File: config.mk
export PLATFORM = sky130hd
export DESIGN_NAME = mesh_router_node
export DESIGN_NICKNAME = d
export VERILOG_FILES = /design/src/rtl/mesh_rt_pkg.sv /design/src/rtl/xy_route_decode.sv /design/src/rtl/fixed_prio_pick.sv /design/src/rtl/mesh_router_node.sv
export SDC_FILE = /design/constraint.sdc
export NUM_CORES = 1
export LEC_CHECK = 0
export CAP_MARGIN = 20
export CORE_UTILIZATION = 34
export DETAILED_ROUTE_END_ITERATION = 12
export MAX_ROUTING_LAYER = met4
export PLACE_DENSITY = 0.76
export REMOVE_ABC_BUFFERS = 1
export SLEW_MARGIN = 10
export SYNTH_ARGS = -nofsm -noshare
export SYNTH_HDL_FRONTEND = slang
export SYNTH_SLANG_ARGS = --single-unit
File: constraint.sdc
create_clock -name clk -period 1.3 [get_ports clk]
set_input_delay 0.325 -clock clk [delete_from_list [all_inputs] [get_ports clk]]
set_output_delay 0.325 -clock clk [all_outputs]
set_load 0.03 [all_outputs]
File: src/rtl/mesh_rt_pkg.sv
package mesh_rt_pkg;

  localparam int NB_LANES = 4;
  localparam int CONTENDERS = NB_LANES + 1;

  typedef enum logic [2:0] {
    LANE_N     = 3'd0,
    LANE_S     = 3'd1,
    LANE_E     = 3'd2,
    LANE_W     = 3'd3,
    LANE_LOCAL = 3'd4
  } lane_e;

endpackage

File: src/rtl/xy_route_decode.sv
module xy_route_decode
  import mesh_rt_pkg::*;
#(
  parameter int COORD_W = 3,
  parameter int NODE_X  = 3,
  parameter int NODE_Y  = 3
) (
  input  logic [COORD_W-1:0] dst_x,
  input  logic [COORD_W-1:0] dst_y,
  output lane_e              lane
);

  localparam logic [COORD_W-1:0] HX = COORD_W'(NODE_X);
  localparam logic [COORD_W-1:0] HY = COORD_W'(NODE_Y);

  always_comb begin
    if (dst_x > HX)      lane = LANE_E;
    else if (dst_x < HX) lane = LANE_W;
    else if (dst_y < HY) lane = LANE_N;
    else if (dst_y > HY) lane = LANE_S;
    else                 lane = LANE_LOCAL;
  end

endmodule

File: src/rtl/fixed_prio_pick.sv
module fixed_prio_pick #(
  parameter int N   = 5,
  localparam int IW = (N > 1) ? $clog2(N) : 1
) (
  input  logic [N-1:0]  req,
  output logic [N-1:0]  grant,
  output logic [IW-1:0] idx,
  output logic          multi
);

  logic [N:0] seen;

  assign seen[0] = 1'b0;

  for (genvar i = 0; i < N; i++) begin : g_chain
    assign grant[i]  = req[i] & ~seen[i];
    assign seen[i+1] = seen[i] | req[i];
  end

  always_comb begin
    idx = '0;
    for (int i = N - 1; i >= 0; i--) begin
      if (grant[i]) idx = IW'(i);
    end
  end

  assign multi = |(req & ~grant);

endmodule

File: src/rtl/mesh_router_node.sv
module mesh_router_node
  import mesh_rt_pkg::*;
#(
  parameter int PIX_W   = 8,
  parameter int COORD_W = 3,
  parameter int ARG_W   = 2,
  parameter int NODE_X  = 3,
  parameter int NODE_Y  = 3,
  localparam int PKT_W  = PIX_W + 2 * COORD_W + ARG_W
) (
  input  logic                       clk,
  input  logic                       rst,
  input  logic [NB_LANES-1:0]        nb_in_vld,
  input  logic [NB_LANES*PKT_W-1:0]  nb_in_pkt,
  input  logic                       pe_tx_vld,
  input  logic [PKT_W-1:0]           pe_tx_pkt,
  output logic [NB_LANES-1:0]        nb_out_vld,
  output logic [NB_LANES*PKT_W-1:0]  nb_out_pkt,
  output logic                       pe_rx_vld,
  output logic [PKT_W-1:0]           pe_rx_pkt,
  output logic                       collide
);

  localparam int XLO = PIX_W;
  localparam int YLO = PIX_W + COORD_W;
  localparam int CW  = $clog2(CONTENDERS);

  // Outgoing de-multiplexer
  lane_e tx_lane;

  xy_route_decode #(
    .COORD_W(COORD_W),
    .NODE_X (NODE_X),
    .NODE_Y (NODE_Y)
  ) dec_i (
    .dst_x(pe_tx_pkt[XLO +: COORD_W]),
    .dst_y(pe_tx_pkt[YLO +: COORD_W]),
    .lane (tx_lane)
  );

  logic [NB_LANES-1:0]       out_vld_d;
  logic [NB_LANES*PKT_W-1:0] out_pkt_d;

  for (genvar l = 0; l < NB_LANES; l++) begin : g_demux
    assign out_vld_d[l]             = pe_tx_vld && (tx_lane == lane_e'(l));
    assign out_pkt_d[l*PKT_W +: PKT_W] = out_vld_d[l] ? pe_tx_pkt : '0;
  end

  // Incoming multiplexer (neighbours first, loopback last)
  logic [CONTENDERS-1:0] req;
  logic [CONTENDERS-1:0] grant;
  logic [CW-1:0]         win_idx;
  logic                  multi;
  logic [PKT_W-1:0]      cand [CONTENDERS];
  logic [PKT_W-1:0]      win_pkt;

  assign req = {pe_tx_vld && (tx_lane == LANE_LOCAL), nb_in_vld};

  for (genvar c = 0; c < NB_LANES; c++) begin : g_cand
    assign cand[c] = nb_in_pkt[c*PKT_W +: PKT_W];
  end
  assign cand[NB_LANES] = pe_tx_pkt;

  fixed_prio_pick #(.N(CONTENDERS)) pick_i (
    .req  (req),
    .grant(grant),
    .idx  (win_idx),
    .multi(multi)
  );

  always_comb begin
    win_pkt = '0;
    for (int c = 0; c < CONTENDERS; c++) begin
      if (win_idx == CW'(c) && |grant) win_pkt = cand[c];
    end
  end

  // Registered outputs
  always_ff @(posedge clk) begin
    if (rst) begin
      nb_out_vld <= '0;
      nb_out_pkt <= '0;
      pe_rx_vld  <= 1'b0;
      pe_rx_pkt  <= '0;
      collide    <= 1'b0;
    end else begin
      nb_out_vld <= out_vld_d;
      nb_out_pkt <= out_pkt_d;
      pe_rx_vld  <= |grant;
      pe_rx_pkt  <= win_pkt;
      collide    <= multi;
    end
  end

endmodule

==> impl_metrics.tcl <==
set metrics [dict create \
    synth_fa_ha_area_share_pct 0 \
    drt_first_iter_violations 55 \
    vias_per_cell 4.60 \
    hold_class "primary input to register" \
    nFillCells 705 \
    ant_nets 0 \
    routedWlPerCell_microns 15.6 \
    ctsRootBufferMaster "clkbuf_8" \
    power_density_mw_per_mm2 1080 \
    die_area_sq_mm 0.00905 \
    critPathMaxFanout 6 \
    fin_cells 579 \
    start_util_pct 35.5 \
    rows 33 \
    min_period_over_period_pct 98.5 \
    p_leak_nw 2.26 \
    grt_pass1_wl_mm 13.5 \
    drv_slew 0 \
    yosys.area_share.simple_pct 20.5 \
    cts_buffer_depth 2 \
    firstDrtPassIters 4 \
    hold_viol 0 \
    cts-htree-levels 3 \
    setup_tns_ns 0 \
    clock-sinks 86 \
    drive_gt1_share_pct 34.8 \
    io_buffer_count 172 \
    status "completed" \
    synth-edff-count 0 \
    synth_compound_area_share_pct 17.1 \
    nets 557 \
    crit_start "nb_in_vld[1]" \
    synth_top_flop_cell "dfxtp_1" \
    antenna_found_initial 0 \
    total_power_mw 5.46 \
    required_ns 1.52 \
    synthArstFlopShare_pct 0 \
    grt_pass1_vias 2656 \
    dpl.cell_count 557 \
    tritoncts "yes" \
    drt-total-wl_mm 9.05 \
    grt_max_degree 27 \
    synth_common_cells "dfxtp_1 (86), and2_1 (52), nand2_1 (26)" \
    grt_usage_pct 21.0 \
    vias 2664 \
    die_y_microns 95.1 \
    yosys.area.top_type "dfxtp_1" \
    synthXorXnorAreaFrac_pct 0 \
    hpwl_mm 6.63 \
    grt-ovfl-total 0 \
    path_clk_slew_ns 0.09 \
    cts_buffers 9 \
    synth_mux_area_share_pct 0 \
    synth_top_cells_by_area "dfxtp_1 (58%), and2_1 (11%), nand2_1 (3.3%)" \
    core-area_sq_mm 0.00830 \
    fmax_mhz 781 \
    min_period_ns 1.28 \
    critical_path_class "primary input to register" \
    min_from "pe_tx_pkt[13]" \
    ys_seq_area_share_pct 58.4 \
    gp_congestion 0.740 \
    setup_violations 0 \
    hold_path_depth 3 \
    synth_seq_cells 86 \
    syn_avg_cell_area_sq_um 11.2 \
    ir_worst_vdd_mv 0.576 \
    route.detailed.drc 0 \
    synth_cell_types 34 \
    cp-start-kind "primary input" \
    synth_area_sq_mm 0.00295 \
    synth.most_common_cell "dfxtp_1" \
    min_to "nb_out_pkt[8]" \
    whs_ns 0.486 \
    synth_top_area_share_pct 58.4 \
    synth_top_family_by_area "simple AND/OR/NAND/NOR gates" \
    die_x_microns 95.1 \
    worstPathArrival_ns 1.50 \
    diodes 0 \
    rsz0062_at_grt "true" \
    end_kind "register" \
    cts_hold_buffers 0 \
    area_growth_pct 72.1 \
    syn-instance-count 264 \
    io-pin-count 173 \
    drv_cap 0 \
    synth_warnings 0 \
]
[final cells by class]
cell class,count,area (sq um),area share (%)
repair buffers,209,1860,36.7
multi-input cells,161,1150,22.7
flip-flops and latches,86,1720,33.9
clock inverters,6,70.1,1.38
well taps,105,131,2.59
clock buffers,9,124,2.44
inverters,3,11.3,0.222
[worst max-delay path by stage]
| stage | to | depth (start not counted) |
|---|---|---|
| floorplan | pe_rx_pkt[10] | 4 |
| global placement | nb_out_pkt[22] | 4 |
| detailed placement | pe_rx_pkt[10] | 6 |
| CTS | nb_out_pkt[3] | 1 |
| global route | pe_rx_pkt[11] | 8 |
| finish | pe_rx_pkt[13] | 8 |
[per-layer routing]
metal	global-route usage [%]	share of wire, %	up-vias	wire length, microns
met1	23.3	41	1215	3680
met3	4.39	6.9	8	625
met2	37.4	52	118	4670
met5	-	0	-	0
met4	6.31	0.95	0	86
li1	-	-	1323	-
[sequential cells by signal (all words and copies together) (netlist names)]
signal and cells:
collide 1, nb_out_pkt 64, nb_out_vld 4, pe_rx_pkt 16, pe_rx_vld 1
[layout by cell type (no fill, tap or decap), types with 3 or more instances in the layout]
master and n:
a22o_1 11, clkbuf_8 9, buf_6 8, clkinvlp_4 3, a21oi_2 3, nand2_1 25, clkdlybuf4s50_1 74, a221o_1 5
dfxtp_1 86, buf_12 11, buf_2 34, buf_4 70, dlygate4sd2_1 8, and2_1 52, o211ai_1 9, conb_1 4
inv_1 3, o21ai_0 6, and3_2 3, a21oi_1 9, a22oi_1 9
[cell families after synthesis]
group / after synthesis
and+or+nand+nor: 96
DFF: 86
AOI/OAI and AO/OA: 61
buffers and inverters: 20
other: 1
[per-stage QoR]
step                      utilization [%]  cell area, sq um  setup slack, ns
after floorplan                         -              2860           -0.210
after global placement               59.5              4940           -0.563
after detailed placement             59.5              4940           -0.608
after CTS                            63.0              5230          -0.0296
after global routing                 61.2              5080          -0.0108
final                                61.2              5080           0.0190
[where the power goes]
| group | leakage [nW] | switching [mW] | internal (mW) |
|---|---|---|---|
| Sequential | 0.702 | 0.0217 | 2.71 |
| Combinational | 1.47 | 0.428 | 0.459 |
| Clock | 0.0883 | 0.953 | 0.890 |
[worst max-delay path: stages]
cell and delay [ns]:
buf_2 0.12, buf_6 0.13, buf_6 0.12, nor4_4 0.24, buf_4 0.16, and3_4 0.24
buf_6 0.12, a311oi_2 0.04
[repair_timing]
action                     4_1_cts  5_1_grt
cloned                           2        0
pin swaps                        6        5
buffers inserted                 4        1
resized for setup              139       65
setup endpoints to repair       94       42
Note: power is estimated with default switching activity, not from simulation.
